**config.mk**
```make
export PLATFORM = sky130hd
export DESIGN_NAME = acs_seq_unit
export DESIGN_NICKNAME = d
export VERILOG_FILES = /design/src/rtl/acs_seq_pkg.sv /design/src/rtl/acs_sat_add.sv /design/src/rtl/acs_maxstar.sv /design/src/rtl/acs_seq_unit.sv
export SDC_FILE = /design/constraint.sdc
export NUM_CORES = 1
export LEC_CHECK = 0
export CORE_MARGIN = 4
export CORE_UTILIZATION = 40
export CTS_CLUSTER_DIAMETER = 150
export DETAILED_ROUTE_END_ITERATION = 7
export PLACE_DENSITY = 0.67
export REMOVE_ABC_BUFFERS = 1
export SYNTH_ARGS = -nofsm -noshare
export SYNTH_HDL_FRONTEND = slang
export SYNTH_SLANG_ARGS = --single-unit
```
**constraint.sdc**
```tcl
create_clock -name clk -period 24.9 [get_ports clk]
set_input_delay 4.98 -clock clk [delete_from_list [all_inputs] [get_ports clk]]
set_output_delay 4.98 -clock clk [all_outputs]
set_load 0.01 [all_outputs]
```
**src/rtl/acs_seq_pkg.sv**
```systemverilog
// Package acs_seq_pkg
// Shared operation codes and the correction table for the sequenced ACS unit.
// Assumes metrics carry two fractional bits; the table is in those units.
package acs_seq_pkg;

    typedef enum logic [1:0] {
        OP_LOAD   = 2'd0,
        OP_MERGE1 = 2'd1,
        OP_MERGE2 = 2'd2,
        OP_EMIT   = 2'd3
    } acs_op_e;

    localparam int LUT_IDX_W = 3;
    localparam int LUT_LAST  = (1 << LUT_IDX_W) - 1;
    localparam int CORR_W    = 2;

    // ln(1+e^-x) in quarter-nat units, x sampled in half-nat steps
    function automatic logic [CORR_W-1:0] corr_lut(input logic [LUT_IDX_W-1:0] idx);
        case (idx)
            3'd0:    corr_lut = 2'd3;
            3'd1:    corr_lut = 2'd2;
            3'd2,
            3'd3,
            3'd4:    corr_lut = 2'd1;
            default: corr_lut = 2'd0;
        endcase
    endfunction

endpackage

```
**src/rtl/acs_sat_add.sv**
```systemverilog
// Module acs_sat_add
// Signed saturating adder: returns a+b clamped to the W-bit two's complement range.
// Assumes both operands are W-bit two's complement; purely combinational.
module acs_sat_add #(
    parameter int W = 10
) (
    input  logic signed [W-1:0] a,
    input  logic signed [W-1:0] b,
    output logic signed [W-1:0] sum
);
    localparam logic signed [W-1:0] MAXV = {1'b0, {(W-1){1'b1}}};
    localparam logic signed [W-1:0] MINV = {1'b1, {(W-1){1'b0}}};

    logic [W:0] wide;

    // sign-extended add, one guard bit
    assign wide = {a[W-1], a} + {b[W-1], b};

    // clamp when the guard bit disagrees with the result sign
    always_comb begin
        if (wide[W] != wide[W-1])
            sum = wide[W] ? MINV : MAXV;
        else
            sum = wide[W-1:0];
    end
endmodule

```
**src/rtl/acs_maxstar.sv**
```systemverilog
// Module acs_maxstar
// Compare-select with table correction: y = sat(max(a,b) + T[min(|a-b|>>SHIFT, 7)]).
// Assumes W-bit signed operands; the difference is formed in W+1 bits so it cannot wrap.
module acs_maxstar
    import acs_seq_pkg::*;
#(
    parameter int W     = 10,
    parameter int SHIFT = 1
) (
    input  logic signed [W-1:0] a,
    input  logic signed [W-1:0] b,
    output logic signed [W-1:0] y
);
    logic [W:0]              diff;
    logic [W:0]              mag;
    logic [W:0]              scaled;
    logic                    a_wins;
    logic signed [W-1:0]     survivor;
    logic [LUT_IDX_W-1:0]    idx;
    logic signed [W-1:0]     corr_ext;

    // difference and magnitude of the two competitors
    assign diff   = {a[W-1], a} - {b[W-1], b};
    assign a_wins = ~diff[W];
    assign mag    = a_wins ? diff : (~diff + 1'b1);

    // select the survivor
    assign survivor = a_wins ? a : b;

    // quantize and saturate the table index
    assign scaled = mag >> SHIFT;
    assign idx    = (scaled > (W+1)'(LUT_LAST)) ? LUT_IDX_W'(LUT_LAST) : scaled[LUT_IDX_W-1:0];

    // zero-extended correction term
    assign corr_ext = $signed({{(W-CORR_W){1'b0}}, corr_lut(idx)});

    acs_sat_add #(.W(W)) u_corr_add (
        .a   (survivor),
        .b   (corr_ext),
        .sum (y)
    );
endmodule

```
**src/rtl/acs_seq_unit.sv**
```systemverilog
// Module acs_seq_unit
// One add-compare-select datapath that builds a four-term max-star over four
// consecutive operations, keeping partial results in private registers R1..R3.
// Assumes a controller issues load, merge1, merge2, emit in order; any order is
// legal and acts per the opcode. Synchronous active-low reset.
module acs_seq_unit
    import acs_seq_pkg::*;
#(
    parameter int W     = 10,
    parameter int SHIFT = 1
) (
    input  logic                clk,
    input  logic                rst_n,
    input  logic                op_valid,
    input  logic [1:0]          op_code,
    input  logic signed [W-1:0] pm_in,
    input  logic signed [W-1:0] bm_in,
    output logic signed [W-1:0] metric_out,
    output logic                done
);
    logic signed [W-1:0] cand;
    logic signed [W-1:0] base;
    logic signed [W-1:0] merged;
    logic signed [W-1:0] r1_q, r2_q, r3_q;
    logic                emit_now;

    // candidate = saturated path + branch metric
    acs_sat_add #(.W(W)) u_cand_add (
        .a   (pm_in),
        .b   (bm_in),
        .sum (cand)
    );

    // pick the scratch register that competes with the candidate
    always_comb begin
        case (op_code)
            OP_MERGE2: base = r2_q;
            OP_EMIT:   base = r3_q;
            default:   base = r1_q;
        endcase
    end

    acs_maxstar #(.W(W), .SHIFT(SHIFT)) u_maxstar (
        .a (base),
        .b (cand),
        .y (merged)
    );

    assign emit_now = op_valid && (op_code == OP_EMIT);

    // scratch register writes, one destination per accepted operation
    always_ff @(posedge clk) begin
        if (!rst_n) begin
            r1_q <= '0;
            r2_q <= '0;
            r3_q <= '0;
        end else if (op_valid) begin
            case (op_code)
                OP_LOAD:   r1_q <= cand;
                OP_MERGE1: r2_q <= merged;
                OP_MERGE2: r3_q <= merged;
                default:   ;
            endcase
        end
    end

    // result register and completion strobe
    always_ff @(posedge clk) begin
        if (!rst_n) begin
            metric_out <= '0;
            done       <= 1'b0;
        end else begin
            done <= emit_now;
            if (emit_now)
                metric_out <= merged;
        end
    end

    AST_EMIT_STROBE: assert property (@(posedge clk) disable iff (!rst_n)
        emit_now |=> done);
    AST_NO_STRAY_DONE: assert property (@(posedge clk) disable iff (!rst_n)
        !emit_now |=> !done);
    AST_IDLE_HOLD: assert property (@(posedge clk) disable iff (!rst_n)
        !op_valid |=> ($stable(r1_q) && $stable(r2_q) && $stable(r3_q) && $stable(metric_out)));
    AST_LOAD_ONLY_R1: assert property (@(posedge clk) disable iff (!rst_n)
        (op_valid && op_code == OP_LOAD) |=> ($stable(r2_q) && $stable(r3_q) && $stable(metric_out)));
    AST_MERGE_FLOOR: assert property (@(posedge clk) disable iff (!rst_n)
        (op_valid && op_code == OP_MERGE1) |=> (r2_q >= $past(r1_q)));
    AST_EMIT_FLOOR: assert property (@(posedge clk) disable iff (!rst_n)
        emit_now |=> (metric_out >= $past(r3_q)));
endmodule

```
# Word level (Yosys, flattened, before mapping)
# Cells that the tools add are included.
# op_classes
n_addsub	4
magnitude_cmp	1
eq_ne	9
n_mux	9
n_bitwise	1
reduce_logical	7
# op_table
operator	n
$mux 10	5
$pmux 10 s2	1
$add 10x10->11	1
$add 10x3->11	1
$add 11x1->11 const B	1
$mux 11	1
$not 11->11	1
$sub 10x10->11	1
$gt 10x3->1 const B	1
$eq 3x2->1 const B	2
$pmux 2 s3	1
$reduce_and 2->1	3
$eq 2x2->1 const B	2
$eq 3x1->1 const B	1
$eq 3x3->1 const B	1
$logic_not 3->1	1
$mux 3	1
$reduce_or 3->1	1
$eq 2x1->1 const B	1
$logic_not 2->1	1
$ne 1x1->1	2
$logic_and 1x1->1	1
# totals
regBits	41
inputBits	25
out_inout_bits	11
word_cells	36

# Longest topological paths before layout
# Gate-level depths: netlist (run 1).
# depth
word_depth	15
depth_mapped	38
depth_no_buf	34

# Hierarchy
# From an unflattened synthesis (run 1), not the netlist that was laid out.
# hier_totals
hier_cells	525
area_unflattened_um2	4301.6
# by_module_without_submodules
module	n_inst	cells_per_inst	area_per_inst_um2	seq_area_each_um2
acs_seq_unit	1	191	1751.7	820.8
acs_sat_add	2	97	787.0	0.0
acs_maxstar	1	140	975.9	0.0

# Worst setup path before layout (run 1)
# No wires, ideal clock.
# synth_timing
path_kind	input to register
from	input port pm_in[3]
to	register r3_q[0]
setup_ns	0.130
arrival_time_ns	11.599
t_required_ns	24.770
slack_ns	13.171
path_stages	33
n_path_buf	4
path_cell_list	ha_1 > and2_4 > a221oi_1 > a21oi_1 > o21a_1 > o21a_1 > o21ai_0 > nand2b_1 > xor2_1 > ha_1 > clkbuf_1 > nand2_1 > a31oi_1 > buf_2 > nor2_1 > ha_1 > a2111o_1 > o211ai_4 > nand2_2 > buf_4 > buf_2 > nor2_1 > xor2_1 > nor4bb_1 > ha_1 > a21o_1 > and3_1 > a31oi_1 > a311oi_1 > nor3b_2 > o211ai_2 > and2_4 > a21oi_2
# synth_via
elab_chain_len	15
elab_cells_between_ends	22
classes_between	add/sub: 4; order compare: 1; eq/ne: 6; mux: 8; bitwise: 1; reduce/logical: 2
# synth_lines
item	line_no	text
start, declared	acs_seq_unit.sv:16	input logic signed [W-1:0] pm_in,
$add 10x10->11 *	acs_sat_add.sv:17	assign wide = {a[W-1], a} + {b[W-1], b};
$mux 10 or $ne 1x1->1 (tied branches)	acs_sat_add.sv:22, acs_sat_add.sv:21	
$mux 10 *	acs_sat_add.sv:21	if (wide[W] != wide[W-1])
$sub 10x10->11	acs_maxstar.sv:23	assign diff = {a[W-1], a} - {b[W-1], b};
$not 11->11	acs_maxstar.sv:25	assign mag = a_wins ? diff : (~diff + 1'b1);
$add 11x1->11	acs_maxstar.sv:25	
$mux 11	acs_maxstar.sv:25	
$gt 10x3->1	acs_maxstar.sv:32	assign idx = (scaled > (W+1)'(LUT_LAST)) ? LUT_IDX_W'(LUT_LAST) : scaled[LUT_IDX_W-1:0];
$mux 3	acs_maxstar.sv:32	
$eq 3x2->1 or $eq 3x3->1 (tied branches)	acs_seq_pkg.sv:19	case (idx)
$reduce_or 3->1	acs_seq_pkg.sv:19	
$pmux 2 s3	acs_seq_pkg.sv:19	
$add 10x3->11 *	acs_sat_add.sv:17	
$mux 10 or $ne 1x1->1 (tied branches)	acs_sat_add.sv:22, acs_sat_add.sv:21	
$mux 10 *	acs_sat_add.sv:21	
end signal, assigned	acs_seq_unit.sv:61	OP_MERGE2: r3_q <= merged;
end, declared	acs_seq_unit.sv:24	logic signed [W-1:0] r1_q, r2_q, r3_q;
# Mark *: on every way between the ends. The rest lies on a longest branch, timed or not.
# A chain may end at the register's enable or synchronous reset.

# Worst setup path in the final report (run 1)
# layout_timing
from	input port pm_in[4]
to	register r2_q[0]
# layout_via
elab_chain_len	15
elab_cells_between_ends	22
classes_between	add/sub: 4; order compare: 1; eq/ne: 6; mux: 8; bitwise: 1; reduce/logical: 2
# layout_lines
item	line_no	text
$add 10x10->11 *	acs_sat_add.sv:17	
$mux 10 or $ne 1x1->1 (tied branches)	acs_sat_add.sv:22, acs_sat_add.sv:21	
$mux 10 *	acs_sat_add.sv:21	
net cand[0]	acs_seq_unit.sv:21	logic signed [W-1:0] cand;
$sub 10x10->11	acs_maxstar.sv:23	
$not 11->11	acs_maxstar.sv:25	
$add 11x1->11	acs_maxstar.sv:25	
$mux 11	acs_maxstar.sv:25	
$gt 10x3->1	acs_maxstar.sv:32	
$mux 3	acs_maxstar.sv:32	
$eq 3x2->1 or $eq 3x3->1 (tied branches)	acs_seq_pkg.sv:19	
$reduce_or 3->1	acs_seq_pkg.sv:19	
$pmux 2 s3	acs_seq_pkg.sv:19	
$add 10x3->11 *	acs_sat_add.sv:17	
$mux 10 or $ne 1x1->1 (tied branches)	acs_sat_add.sv:22, acs_sat_add.sv:21	
$mux 10 *	acs_sat_add.sv:21	
end signal, assigned	acs_seq_unit.sv:60	OP_MERGE1: r2_q <= merged;
end, declared	acs_seq_unit.sv:24	
# Mark *: on every way through the listed nets, which the timed path passes. The rest lies on a longest branch.

==> flow_summary.json, run 1 <==
{
  "status": "finished, final reports clean",
  "finalNonFillerCells": 596,
  "vias": 3567,
  "diodes": 0,
  "hold_violations": 0,
  "critPathSlowestCell": "a31oi_1",
  "critical-path-max-stage-delay_ps": 670,
  "slew_violations": 0,
  "synth.area.mux_share": 0.0497,
  "cp_common_cell": "ha_1",
  "synth-edff-count": 0,
  "grt_use_total": 0.177,
  "io_pins": 36,
  "finalClockSkew_ps": 3.54,
  "synth_top_family_by_area": "compound AO/OA/AOI/OAI gates",
  "timing.max_cap.violations": 0,
  "leakagePower_nw": 1.77,
  "worstPathRequired_ps": 25060,
  "r2r_slack_ps": 19290,
  "clockBufferDepth": 2,
  "final_cell_mix": "nand2_1 (47), dfxtp_1 (41), nor2_1 (37), clkdlybuf4s50_1 (35), o21ai_0 (32)",
  "syn-cell-area_sq_um": 3720,
  "worstSetupStartpointType": "primary input",
  "postRouteAntennaNets": 0,
  "dp_hpwl_um": 7630,
  "nNetsFinal": 540,
  "io_buffers": 35,
  "yosysWarnings": 0,
  "worst_setup_path_end_kind": "register",
  "hp-start": "metric_out[2]",
  "finalSetupViolations": 0,
  "cts.sinks": 41,
  "synth_simple_gate_area_frac": 0.239,
  "p_per_area_nw_per_um2": 80.6,
  "ctsHtreeMaxLevel": 2,
  "seq_area_frac_synth": 0.220,
  "synth_flop_cell": "dfxtp_1",
  "synth_async_sr_flop_share": 0,
  "crit_type": "primary input to register",
  "core-area_sq_um": 8890,
  "worstPathArrival_ps": 13250,
  "synthAdderAreaFrac": 0.100,
  "crit_start": "pm_in[4]",
  "numPlacedInstances": 588,
  "grt_pass1_wl_um": 16200,
  "synth_compound_area_frac": 0.317,
  "overflow": 0,
  "initial_core_util": 0.419,
  "grt_max_degree": 44,
  "drc": 0,
  "post-place-ws_ps": 11590,
  "first_iter_violations": 201,
  "timing.fmax_mhz": 76.4,
  "cts_setup_buffers": 0,
  "cts_tree": "done",
  "synth_xor_area_frac": 0.0329,
  "syn_avg_cell_area_sq_um": 8.01,
  "rsz0062_at_grt": "false",
  "die_x_um": 104,
  "ys_ff_latch": 41,
  "finalWirelength_um": 9850,
  "die_h_um": 104,
  "hold_path_class": "register to register",
  "syn-instance-count": 465,
  "gp_congestion": 0.972,
  "first_pass_iters": 4,
  "slew_headroom": 0.306,
  "grt_pass1_vias": 3289,
  "worstMarginPinSlew_ps": 1040,
  "die_area_sq_um": 10900,
  "critical_path.max_fanout": 21,
  "drive_gt1_frac": 0.102,
  "setup-tns-final_ps": 0,
  "timing.rr.start": "r3_q[3]",
  "vias_per_cell": 5.98,
  "fin_crit_sh": 0.526,
  "rows": 34,
  "ys_types": 76,
  "numCtsBuffers": 5,
  "setup_ws_ps": 11810,
  "cts-resized-gates": 0,
  "area_growth_syn_to_layout_pct": 13.9,
  "wire_per_inst_um": 16.5,
  "clkLatencyLatePin_ps": 300,
  "ctsHoldBuffers": 0,
  "antenna_found_initial": 0,
  "peakVddDrop_mv": 0.0358,
  "layout.cells.most_common": "nand2_1",
  "final.min_clock_period_ps": 13090,
  "clkTransAtPathRegs_ps": 80,
  "root_buffer": "clkbuf_8"
}
-- critical path, delay by kind of cell --
kind / cells / cell delay, ps
XOR/XNOR: 1 / 160
AND/OR/NAND/NOR: 11 / 2240
multiplexers: 2 / 250
AO/OA/AOI/OAI: 14 / 3600
buffers and inverters: 2 / 510
adder cells (fa/ha/maj): 5 / 1500
-- synthesized netlist by cell type (8+ instances only) --
cell type | count | share of area
nand2_1 | 47 | 0.047
dfxtp_1 | 41 | 0.22
nor2_1 | 37 | 0.037
o21ai_0 | 32 | 0.043
a21oi_1 | 26 | 0.035
ha_1 | 25 | 0.084
nand3_1 | 21 | 0.028
mux2i_1 | 16 | 0.043
clkbuf_1 | 12 | 0.012
inv_1 | 12 | 0.012
o211a_1 | 12 | 0.032
a21oi_2 | 10 | 0.024
nor2b_1 | 10 | 0.017
a21boi_1 | 9 | 0.018
o211ai_1 | 9 | 0.018
xor2_1 | 9 | 0.021
o21a_1 | 8 | 0.016
-- area by class of cell --
class,instances,area [sq um]
clock buffer,6,82.6
clock inverter,2,37.5
fill,864,4650
inverter,12,45.0
multi-input combinational,390,2760
sequential,41,821
tap,108,135
timing repair buffer,37,365
-- metrics by stage --
stage	utilization	instance area [sq um]	hold slack [ps]	power [mW]
detailed placement	0.464	4120	448	0.284
floorplan	-	3620	430	0.233
CTS	0.477	4240	459	0.342
global placement	0.464	4120	437	0.281
global route	0.477	4240	485	0.370
finish	0.477	4240	453	0.342
-- sequential cells by signal, indices dropped and copies added (netlist names) --
name        flops
r2_q           10
r1_q           10
done            1
r3_q           10
metric_out     10
-- cells by family after synthesis --
group,Yosys count
simple gates,169
flops,41
fa+ha+maj,28
xor+xnor,14
buf+inv,34
mux,18
compound gates,161
-- layer usage --
layer | GRT usage | part of all wire
met1 | 0.249 | 0.47
met2 | 0.288 | 0.47
met3 | 0.0230 | 0.041
met4 | 0.0399 | 0.013
met5 | 0 | 0
-- where the power goes --
group          switching (mW)  internal (mW)
Clock                  0.0238         0.0326
Sequential            0.00218         0.0701
Combinational           0.132         0.0818
-- final timing paths --
path	end	cells past startpoint
setup / recovery	r2_q[0]	35
hold / removal	metric_out[2]	2
setup reg to reg	r2_q[0]	21
hold reg to reg	metric_out[2]	2
(Power assumes the default switching activity.)
==> inputs of run 2 (changes only) <==
==> constraint.sdc (replaced) <==
create_clock -name clk -period 12.2 [get_ports clk]
set_input_delay 2.44 -clock clk [delete_from_list [all_inputs] [get_ports clk]]
set_output_delay 2.44 -clock clk [all_outputs]
set_load 0.01 [all_outputs]
==> flow_summary.json, run 2 (synthesis results as in run 1) <==
{
  "status": "finished, final reports clean",
  "vias_per_cell": 5.89,
  "dp_hpwl_um": 7560,
  "leakagePower_nw": 1.76,
  "nNetsFinal": 540,
  "timing.max_cap.violations": 0,
  "p_seq_frac": 0.214,
  "finalWirelength_um": 9770,
  "cts_setup_buffers": 0,
  "clkLatencyLatePin_ps": 300,
  "timing.rr.start": "r3_q[3]",
  "die_h_um": 104,
  "clockBufferDepth": 2,
  "wire_per_inst_um": 16.4,
  "intPower_uw": 370,
  "cp_common_cell": "ha_1",
  "fill_cells": 844,
  "diodes": 0,
  "peakVddDrop_mv": 0.0817,
  "die_area_sq_um": 10900,
  "hold_depth": 2,
  "clock_power_share": 0.155,
  "crit_type": "primary input to register",
  "cts_tree": "done",
  "worstPathArrival_ps": 10750,
  "worstPathRequired_ps": 12350,
  "finalClockSkew_ps": 7.50,
  "rsz0062_at_grt": "false",
  "critPathSlowestCell": "a31oi_1",
  "slew_headroom": 0.327,
  "slew_violations": 0,
  "root_buffer": "clkbuf_8",
  "worstSetupStartpointType": "primary input",
  "io_buffers": 35,
  "grt_pass1_wl_um": 16400,
  "grt_use_total": 0.179,
  "multi_input_area_sq_um": 2760,
  "vias": 3502,
  "drive_gt1_frac": 0.101,
  "grt_pass1_vias": 3277,
  "first_iter_violations": 181,
  "power_switching_uw": 320,
  "final_cell_mix": "nand2_1 (47), dfxtp_1 (41), nor2_1 (37), clkdlybuf4s50_1 (35), o21ai_0 (32)",
  "detailed_place.area_sq_um": 4120,
  "initial_core_util": 0.419,
  "antenna_found_initial": 0,
  "critical_path.max_fanout": 21,
  "rows": 34,
  "finalSetupViolations": 0,
  "grt_max_degree": 44,
  "design_area_sq_um": 4230,
  "critical-path-max-stage-delay_ps": 700,
  "area_growth_syn_to_layout_pct": 13.5,
  "crit_start": "pm_in[4]",
  "pwr-share-comb": 0.632,
  "r2r_cells": 21,
  "drc": 0,
  "worst_setup_path_end_kind": "register",
  "hold_path_class": "register to register",
  "overflow": 0,
  "setup-tns-final_ps": 0,
  "fin_crit_sh": 0.868,
  "final.min_clock_period_ps": 10590,
  "cts-resized-gates": 0,
  "ctsHoldBuffers": 0,
  "io_pins": 36,
  "layout.cells.most_common": "nand2_1",
  "cts.sinks": 41,
  "holdPathEnd": "r2_q[6]",
  "gp_congestion": 0.972,
  "hold_violations": 0,
  "regArea_sq_um": 821,
  "postRouteAntennaNets": 0,
  "numCtsBuffers": 5,
  "core-area_sq_um": 8890,
  "swShare": 0.463,
  "r2r_slack_ps": 6570,
  "timing.fmax_mhz": 94.4,
  "first_pass_iters": 5,
  "hp-start": "r2_q[6]",
  "clkTransAtPathRegs_ps": 80,
  "worstMarginPinSlew_ps": 1010,
  "p_per_area_nw_per_um2": 163,
  "r2r-end": "r2_q[0]",
  "die_x_um": 104,
  "ctsHtreeMaxLevel": 2
}
==> run 2: cell count changes in the layout (fill, tap and decap cells not counted) <==
cell        before  now
clkinvlp_4       1    0
clkbuf_8         6    5
clkinv_2         0    1
==> run 2: area by class of cell <==
cell class | instances | share of cell area
flip-flops and latches | 41 | 0.194
repair buffers | 37 | 0.0864
inverters | 12 | 0.0107
clock buffers | 5 | 0.0163
well taps | 108 | 0.0320
clock inverters | 2 | 0.00829
multi-input cells | 390 | 0.652
==> run 2: routing by layer <==
layer  GRT usage  routed length, um  up-vias
met5           0                  0        -
met4      0.0446                148        0
met3      0.0230                373       13
met2       0.291               4500       84
met1       0.250               4750     1656
li1            -                  -     1749
==> run 2: metrics by stage <==
| step | std cells | utilization | worst slack [ps] | power [mW] | hold WS, ps |
|---|---|---|---|---|---|
| global placement | 588 | 0.464 | 1570 | 0.573 | 437 |
| CTS | 595 | 0.475 | 1690 | 0.687 | 456 |
| finish | 595 | 0.475 | 1610 | 0.689 | 453 |
| floorplan | 443 | - | 2910 | 0.476 | 430 |
| global route | 595 | 0.475 | 842 | 0.744 | 472 |
| detailed placement | 588 | 0.464 | 1420 | 0.579 | 447 |
==> run 2: power by group through the flow <==
stage / logic (mW) / registers [mW] / clock network (mW)
3_5_place_dp: 0.428 / 0.150 / 0
6_report: 0.436 / 0.147 / 0.107
3_3_place_gp: 0.423 / 0.150 / 0
4_1_cts: 0.431 / 0.147 / 0.108
5_1_grt: 0.482 / 0.149 / 0.114
2_1_floorplan: 0.325 / 0.151 / 0
==> run 2: worst max path at each step <==
stage / endpoint / depth (start not counted) / slack [ps]
after floorplan: r2_q[0] / 31 / 2910
after global placement: r2_q[1] / 35 / 1570
after detailed placement: r2_q[0] / 35 / 1420
after CTS: r2_q[0] / 35 / 1690
after global routing: r2_q[0] / 35 / 840
final: r2_q[0] / 32 / 1610
==> run 2: worst max-delay path: cells and delay by family <==
family	cells	cell delay [ps]
xor gates and xnor gates	1	150
AOI/OAI and AO/OA	12	3220
muxes	2	280
and+or+nand+nor	12	2630
adders and majority gates	4	1610
buffers and inverters	1	400
